<file path="config.mk">
export PLATFORM = sky130hd
export DESIGN_NAME = mon_alert_ctrl
export DESIGN_NICKNAME = d
export VERILOG_FILES = /design/src/rtl/mon_alert_pkg.sv /design/src/rtl/mon_sticky_bank.sv /design/src/rtl/mon_reg_file.sv /design/src/rtl/mon_alert_gate.sv /design/src/rtl/mon_alert_ctrl.sv
export SDC_FILE = /design/constraint.sdc
export NUM_CORES = 1
export LEC_CHECK = 0
export BUFFER_PORTS_ARGS = -buffer_cell sky130_fd_sc_hd__clkbuf_2
export CAP_MARGIN = 20
export CORE_ASPECT_RATIO = 1.25
export CORE_MARGIN = 3
export CORE_UTILIZATION = 50
export CTS_BUF_LIST = sky130_fd_sc_hd__clkbuf_16
export DETAILED_ROUTE_END_ITERATION = 12
export PLACE_DENSITY = 0.75
export SYNTH_ARGS = -nofsm -noshare
export SYNTH_HDL_FRONTEND = slang
export SYNTH_SLANG_ARGS = --single-unit
</file>
<file path="constraint.sdc">
create_clock -name clk -period 3 [get_ports clk]
set_clock_uncertainty 0.15 [all_clocks]
set_input_delay 0 -clock clk [delete_from_list [all_inputs] [get_ports clk]]
set_output_delay 0 -clock clk [all_outputs]
set_load 0.02 [all_outputs]
</file>
<file path="src/rtl/mon_alert_pkg.sv">
// Package: shared constants and types for the alert controller.
// Assumes 8-bit registers and an 8-bit register address space.
package mon_alert_pkg;
    localparam int REG_W     = 8;
    localparam int ADDR_W    = 8;
    localparam int SRC_A_W   = 7;
    localparam int SRC_B_W   = 7;
    localparam int FAN4_SLOT = 4;   // index of status B bit 5 inside the [7:1] bank

    localparam logic [ADDR_W-1:0] ADR_STAT_A = 8'h70;
    localparam logic [ADDR_W-1:0] ADR_STAT_B = 8'h71;
    localparam logic [ADDR_W-1:0] ADR_CFG    = 8'h72;
    localparam logic [ADDR_W-1:0] ADR_MASK_A = 8'h74;
    localparam logic [ADDR_W-1:0] ADR_MASK_B = 8'h75;

    typedef struct packed {
        logic therm_on_tach;
        logic alert_en;
    } cfg_t;

    // Returns 1 when any bit of s is set and not masked by m.
    function automatic logic any_unmasked(input logic [REG_W-1:0] s,
                                          input logic [REG_W-1:0] m);
        return |(s & ~m);
    endfunction
endpackage

</file>
<file path="src/rtl/mon_sticky_bank.sv">
// Module: bank of sticky status bits.
// Each bit sets when its event is high and clears on a read strobe only
// if its event is low in that cycle (set wins). Assumes synchronous events.
module mon_sticky_bank #(
    parameter int WIDTH = 7
) (
    input  logic             clk,
    input  logic             rst_n,
    input  logic [WIDTH-1:0] set_i,
    input  logic             rd_clr_i,
    output logic [WIDTH-1:0] q_o
);
    for (genvar i = 0; i < WIDTH; i++) begin : g_bit
        // Hold one sticky flag: set dominates, read clears otherwise.
        always_ff @(posedge clk) begin
            if (!rst_n)
                q_o[i] <= 1'b0;
            else
                q_o[i] <= set_i[i] | (q_o[i] & ~rd_clr_i);
        end
    end
endmodule

</file>
<file path="src/rtl/mon_reg_file.sv">
// Module: host register file with decode, mask and configuration storage.
// Read data is registered; status reads raise a one-cycle clear strobe.
// Assumes at most one access per cycle per strobe; writes to status are dropped.
module mon_reg_file
    import mon_alert_pkg::*;
(
    input  logic              clk,
    input  logic              rst_n,
    input  logic [ADDR_W-1:0] addr_i,
    input  logic              wr_i,
    input  logic [REG_W-1:0]  wdata_i,
    input  logic              rd_i,
    input  logic [REG_W-1:0]  stat_a_i,
    input  logic [REG_W-1:0]  stat_b_i,
    output logic [REG_W-1:0]  rdata_o,
    output logic [REG_W-1:0]  mask_a_o,
    output logic [REG_W-1:0]  mask_b_o,
    output cfg_t              cfg_o,
    output logic              rd_hit_a_o,
    output logic              rd_hit_b_o
);
    logic [REG_W-1:0] rd_mux;

    // Decode status reads into clear strobes.
    always_comb begin
        rd_hit_a_o = rd_i && (addr_i == ADR_STAT_A);
        rd_hit_b_o = rd_i && (addr_i == ADR_STAT_B);
    end

    // Store mask and configuration registers on writes.
    always_ff @(posedge clk) begin
        if (!rst_n) begin
            mask_a_o <= '0;
            mask_b_o <= '0;
            cfg_o    <= '0;
        end else if (wr_i) begin
            case (addr_i)
                ADR_MASK_A: mask_a_o <= wdata_i;
                ADR_MASK_B: mask_b_o <= wdata_i;
                ADR_CFG:    cfg_o    <= cfg_t'(wdata_i[1:0]);
                default:    ;
            endcase
        end
    end

    // Select the value a read returns.
    always_comb begin
        case (addr_i)
            ADR_STAT_A: rd_mux = stat_a_i;
            ADR_STAT_B: rd_mux = stat_b_i;
            ADR_MASK_A: rd_mux = mask_a_o;
            ADR_MASK_B: rd_mux = mask_b_o;
            ADR_CFG:    rd_mux = {{(REG_W-2){1'b0}}, cfg_o};
            default:    rd_mux = '0;
        endcase
    end

    // Register read data on a read strobe.
    always_ff @(posedge clk) begin
        if (!rst_n)
            rdata_o <= '0;
        else if (rd_i)
            rdata_o <= rd_mux;
    end
endmodule

</file>
<file path="src/rtl/mon_alert_gate.sv">
// Module: combines status and masks into the registered active-low alert.
// Status A bit i is gated by mask A bit i; all of status B is additionally
// gated by mask A bit 7. Output is forced high while the alert is disabled.
module mon_alert_gate
    import mon_alert_pkg::*;
(
    input  logic                clk,
    input  logic                rst_n,
    input  logic [SRC_A_W-1:0]  stat_a_i,
    input  logic [REG_W-1:0]    stat_b_i,
    input  logic [REG_W-1:0]    mask_a_i,
    input  logic [REG_W-1:0]    mask_b_i,
    input  logic                en_i,
    output logic                alert_n_o
);
    logic hit_a, hit_b, fire;

    // Form the combined unmasked-fault request.
    always_comb begin
        hit_a = any_unmasked({1'b0, stat_a_i}, {1'b1, mask_a_i[SRC_A_W-1:0]});
        hit_b = any_unmasked(stat_b_i, mask_b_i) & ~mask_a_i[REG_W-1];
        fire  = en_i & (hit_a | hit_b);
    end

    // Register the alert pin, idle high.
    always_ff @(posedge clk) begin
        if (!rst_n)
            alert_n_o <= 1'b1;
        else
            alert_n_o <= ~fire;
    end
endmodule

</file>
<file path="src/rtl/mon_alert_ctrl.sv">
// Module: top of the sticky interrupt status and alert controller.
// Routes events into two sticky banks, selects the fan 4 / overtemperature
// source for status B bit 5, builds the summary bit and drives the alert.
module mon_alert_ctrl
    import mon_alert_pkg::*;
(
    input  logic               clk,
    input  logic               rst_n,
    input  logic [SRC_A_W-1:0] evt_a,
    input  logic [7:1]         evt_b,
    input  logic               therm_in,
    input  logic [ADDR_W-1:0]  reg_addr,
    input  logic               reg_wr,
    input  logic [REG_W-1:0]   reg_wdata,
    input  logic               reg_rd,
    output logic [REG_W-1:0]   reg_rdata,
    output logic               alert_n
);
    logic [SRC_B_W-1:0] evt_b_sel;
    logic [SRC_A_W-1:0] qa;
    logic [SRC_B_W-1:0] qb;
    logic [REG_W-1:0]   stat_a_view, stat_b_view;
    logic [REG_W-1:0]   mask_a_q, mask_b_q;
    cfg_t               cfg_q;
    logic               rd_hit_a, rd_hit_b;

    // Pick the source for the shared fan 4 / overtemperature slot.
    always_comb begin
        evt_b_sel            = evt_b;
        evt_b_sel[FAN4_SLOT] = cfg_q.therm_on_tach ? therm_in : evt_b[5];
    end

    // Build register views: A gets the B summary bit, B has a reserved bit 0.
    always_comb begin
        stat_a_view = {|qb, qa};
        stat_b_view = {qb, 1'b0};
    end

    mon_sticky_bank #(.WIDTH(SRC_A_W)) u_bank_a (
        .clk(clk), .rst_n(rst_n), .set_i(evt_a), .rd_clr_i(rd_hit_a), .q_o(qa)
    );

    mon_sticky_bank #(.WIDTH(SRC_B_W)) u_bank_b (
        .clk(clk), .rst_n(rst_n), .set_i(evt_b_sel), .rd_clr_i(rd_hit_b), .q_o(qb)
    );

    mon_reg_file u_regs (
        .clk(clk), .rst_n(rst_n),
        .addr_i(reg_addr), .wr_i(reg_wr), .wdata_i(reg_wdata), .rd_i(reg_rd),
        .stat_a_i(stat_a_view), .stat_b_i(stat_b_view),
        .rdata_o(reg_rdata), .mask_a_o(mask_a_q), .mask_b_o(mask_b_q),
        .cfg_o(cfg_q), .rd_hit_a_o(rd_hit_a), .rd_hit_b_o(rd_hit_b)
    );

    mon_alert_gate u_gate (
        .clk(clk), .rst_n(rst_n),
        .stat_a_i(qa), .stat_b_i(stat_b_view),
        .mask_a_i(mask_a_q), .mask_b_i(mask_b_q),
        .en_i(cfg_q.alert_en), .alert_n_o(alert_n)
    );
endmodule

</file>
Word level (Yosys, flattened, before mapping)

Index checks and enable logic that the tools add are counted.

Equality and inequality tests: 5
Mux-type cells: 2
Reduce and logical (&&, ||, !) cells: 8
Bitwise gates (word level): 39

Operator list:

| cell                 | count |
|---|---|
| $eq A8 B7 Y1 const B | 5 |
| $pmux W8 S5          | 1 |
| $and A1 B1 Y1        | 16 |
| $not A8 Y8           | 2 |
| $reduce_or A8 Y1     | 2 |
| $or A1 B1 Y1         | 15 |
| $and A7 B8 Y8        | 1 |
| $and A8 B8 Y8        | 1 |
| $reduce_or A7 Y1     | 1 |
| $reduce_and A2 Y1    | 3 |
| $not A1 Y1           | 4 |
| $logic_and A1 B1 Y1  | 2 |
| $mux W1              | 1 |

Register bits: 41
Output and inout bits: 9

Longest topological paths before layout

Depth in word-level cells: 7
Gate-level depth with buffers: 5

By module

A second synthesis with hierarchy kept.

Cells, all modules: 202
Area total of the unflattened synthesis: 2,031.9 µm²

Modules (own cells, without submodules):

| module          | area an instance (µm²) | cells an instance | times used |
|---|---|---|---|
| mon_reg_file    | 1,367.6                | 131               | 1 |
| mon_sticky_bank | 236.5                  | 21                | 2 |
| mon_alert_gate  | 161.4                  | 24                | 1 |
| mon_alert_ctrl  | 30.0                   | 5                 | 1 |

Worst setup path before layout

OpenSTA, ideal clock, no wires.

Path kind: flip-flop to flip-flop
From: register u_bank_b.q_o[1]
To: register u_regs.rdata_o[7]
Period minus slack after synthesis: 1.458 ns
Arrival: 1.191 ns
Slack: 1.542 ns
Data required time: 2.733 ns
Buffers on the path: 0
Cell stages (with the launch flop): 5
Cells stage by stage: dfxtp_1 or4_4 nor4_2 o21ai_1 a22o_1

Word-level cells in the longest chain between the ends: 2

RTL lines:

| element                           | RTL line              | source |
|---|---|---|
| from (decl)                       | mon_sticky_bank.sv:11 | `output logic [WIDTH-1:0] q_o` |
| from (signal, indexed assignment) | mon_sticky_bank.sv:19 | `q_o[i] <= set_i[i] \| (q_o[i] & ~rd_clr_i);` |
| $reduce_or A7 Y1                  | mon_alert_ctrl.sv:35  | `stat_a_view = {\|qb, qa};` |
| $pmux W8 S5                       | mon_reg_file.sv:48    | `case (addr_i)` |
| to (signal assigned)              | mon_reg_file.sv:63    | `rdata_o <= rd_mux;` |
| to (decl)                         | mon_reg_file.sv:15    | `output logic [REG_W-1:0] rdata_o,` |

No other way between the ends.
A chain may end at the register's enable or synchronous reset.

Worst setup path after layout

From: register u_regs.cfg_o[1] in the netlist's numbering
To: register u_bank_b.q_o[4]

Word-level cells in the longest chain between the ends: 2

RTL lines:

| element                | RTL line              | source |
|---|---|---|
| from (decl)            | mon_reg_file.sv:18    | `output cfg_t cfg_o,` |
| from (signal assigned) | mon_reg_file.sv:40    | `ADR_CFG: cfg_o <= cfg_t'(wdata_i[1:0]);` |
| $mux W1                | mon_alert_ctrl.sv:30  | `evt_b_sel[FAN4_SLOT] = cfg_q.therm_on_tach ? therm_in : evt_b[5];` |
| $or A1 B1 Y1           | mon_sticky_bank.sv:19 |  |

No other way between the ends.

==> flow_metrics.env <==
export IMPL_status="complete, no violations"
export IMPL_post_cts_setup_buffer_count=0
export IMPL_max_stage_delay_ns=0.58
export IMPL_synth_area_mux_share_pct=10.25
export IMPL_arrival_ns=1.85
export IMPL_routedWlPerCell_um=14.58
export IMPL_maxCapViolCount=0
export IMPL_synth_xor_area_share_pct=0
export IMPL_fin_ws_ns=1.168
export IMPL_dp_cells=283
export IMPL_synth_area_per_cell_um2=8.853
export IMPL_cts_buffer_depth=2
export IMPL_synth_edff_count=0
export IMPL_hp_class="in2reg"
export IMPL_ant_nets=0
export IMPL_leakage_nw=1.026
export IMPL_antenna_found_initial=0
export IMPL_worst_path_max_delay_cell="dlygate4sd3_1"
export IMPL_hold_ws_ns=0.03361
export IMPL_synth_cell_area_um2=1868
export IMPL_synthTopCellsByCount="dfxtp_1, o21ai_1, inv_1"
export IMPL_path_cells="mux2_2 > dlygate4sd3_1 > nor3b_1 > nor2_1"
export IMPL_drc_errors=0
export IMPL_period_minus_slack_ns=1.832
export IMPL_fillers=274
export IMPL_yosysMostFrequentCell="dfxtp_1"
export IMPL_grt_max_degree=48
export IMPL_ir_drop_mv=0.4058
export IMPL_slew_headroom_pct=45.81
export IMPL_synthSimpleGateAreaFrac_pct=21.37
export IMPL_setup_tns_ns=0
export IMPL_place_congestion=0.8895
export IMPL_postCtsHoldBufs=25
export IMPL_ys_async_sr_fraction_pct=0
export IMPL_criticalPathCategory="reg2reg"
export IMPL_worst_pin_slew_ns=0.8129
export IMPL_syn2layout_area_growth_pct=33.69
export IMPL_coreArea_um2=3543
export IMPL_ios=44
export IMPL_place_ws_ns=1.452
export IMPL_ys_ff_latch=41
export IMPL_grt_overflow=0
export IMPL_timing_fmax_mhz=545.9
export IMPL_cpLargestDelayFamily="buffers and inverters"
export IMPL_cts_buffers=5
export IMPL_die_w_um=60.67
export IMPL_layout_nets=311
export IMPL_yosysTopAreaCell="dfxtp_1"
export IMPL_cts_sinks=41
export IMPL_start_util_pct=52.72
export IMPL_dieArea_um2=4510
export IMPL_cts_tree="done"
export IMPL_dp_hpwl_um=3141
export IMPL_fp_row_count=24
export IMPL_synthAdderAreaFrac_pct=0
export IMPL_rsz0062_at_grt="no"
export IMPL_hold_viol=0
export IMPL_slew_violations=0
export IMPL_cp_end_kind="register"
export IMPL_cts_resized=0
export IMPL_cts_htree_levels=2
export IMPL_drive_above_1_share_pct=21.66
export IMPL_drtIter0Drc=63
export IMPL_routed_wirelength_um=4607
export IMPL_grtUsageTotal_pct=23.01
export IMPL_synth_top_area_share_pct=43.94
export IMPL_synth_compound_area_share_pct=18.08
export IMPL_root_buffer="clkbuf_16"
export IMPL_ys_types=36
export IMPL_startpoint_type="register"
export IMPL_grt_pass1_wl_um=7631
export IMPL_yosysWarnings=0
export IMPL_syn_inst=211
export IMPL_synth_seq_area_share_pct=43.94
export IMPL_synth_top_family_by_area="simple AND/OR/NAND/NOR gates"
export IMPL_final_cells=316
export IMPL_crit_path_max_fanout=3
export IMPL_cp_required_ns=3.02
export IMPL_p_per_area_nw_per_um2=512.0
export IMPL_fin_crit_sh_pct=61.06
export IMPL_synth_ff_type="dfxtp_1"
export IMPL_synth_area_leaders="dfxtp_1, mux4_2, o21ai_1"
export IMPL_grt_pass1_vias=1642
export IMPL_cts_reportedPaths_clkPinSlew_ns=0.06
export IMPL_setup_viol=0
export IMPL_vias=1761
export IMPL_total_power_mw=1.279
export IMPL_drt_first_pass_iters=4
export IMPL_dieHeight_um=74.34
export IMPL_port_buffers=43
export IMPL_diodes=0
export IMPL_worst_path_buf_inv=1
export IMPL_clk_latency_ns=0.28
export IMPL_syn_num_nets=246
export IMPL_viasPerCell=5.573
[sequential cells by signal, indices dropped and copies added (netlist names)]
name,count
u_bank_a.q_o,7
u_bank_b.q_o,7
u_gate.alert_n_o,1
u_regs.cfg_o,2
u_regs.mask_a_o,8
u_regs.mask_b_o,8
u_regs.rdata_o,8
[cell type report]
cell class	count	area, um2	area share, %
flip-flops and latches	41	820.8	32.87
clock buffers	5	125.1	5.010
inverters	19	71.32	2.856
repair buffers	68	465.4	18.64
well taps	39	48.80	1.954
clock inverters	3	37.54	1.503
multi-input cells	141	928.4	37.17
[cells in the final DEF, fill, tap and decap left out, drive strengths merged, types with 3 or more instances in the layout]
cell         synthesis  routed
dfxtp               41      41
nand2b               3       3
mux4                 6       6
mux2i                3       3
nor2b               11      11
o21ai               30      30
nand4                3       3
nor2                 8       8
clkbuf               4      48
dlygate4sd3          0      25
o221ai               3       3
a21oi               14      14
nand3               19      19
inv                 19      20
nand2               17      17
[power breakdown]
group          switching [mW]  total (mW)  internal, mW
logic                  0.0557       0.124        0.0685
registers              0.0150       0.574         0.559
clock network           0.195       0.581         0.386
total                   0.265        1.28          1.01
[per-stage QoR]
stage	cell area (um2)	util, %
floorplan	1868	-
global placement	2085	58.83
detailed placement	2085	58.83
CTS	2497	70.48
global route	2497	70.48
finish	2497	70.48
[worst reg2reg max path: stages (launching register included)]
cell	delay (ns)
dfxtp_1	0.38
mux2_2	0.36
dlygate4sd3_1	0.58
nor3b_1	0.19
nor2_1	0.07
[layer usage]
| metal | routed length (um) | up-vias | share of wire, % | GRT usage, % |
|---|---|---|---|---|
| met5 | 0 | - | 0 | 0 |
| met4 | 107 | 0 | 2.3 | 9.398 |
| met3 | 237 | 10 | 5.1 | 6.250 |
| met2 | 2182 | 56 | 47 | 36.86 |
| met1 | 2079 | 809 | 45 | 29.07 |
| li1 | - | 886 | - | - |
[worst paths after layout]
kind,endpoint,cells past startpoint,slack (ns),start
worst min register to register,u_regs.rdata_o[4],2,0.29,u_regs.rdata_o[4]
worst max-delay path,u_bank_b.q_o[4],4,1.17,u_regs.cfg_o[1]
worst max register to register,u_bank_b.q_o[4],4,1.17,u_regs.cfg_o[1]
worst min-delay path,u_regs.rdata_o[0],3,0.03,reg_addr[1]
[cell families (layout without fill, tap and decap cells)]
group,Yosys count,in the layout
and+or+nand+nor,72,72
muxes,11,11
buffers and inverters,29,95
AOI/OAI and AO/OA,58,58
DFF,41,41
(Power assumes the default switching activity.)
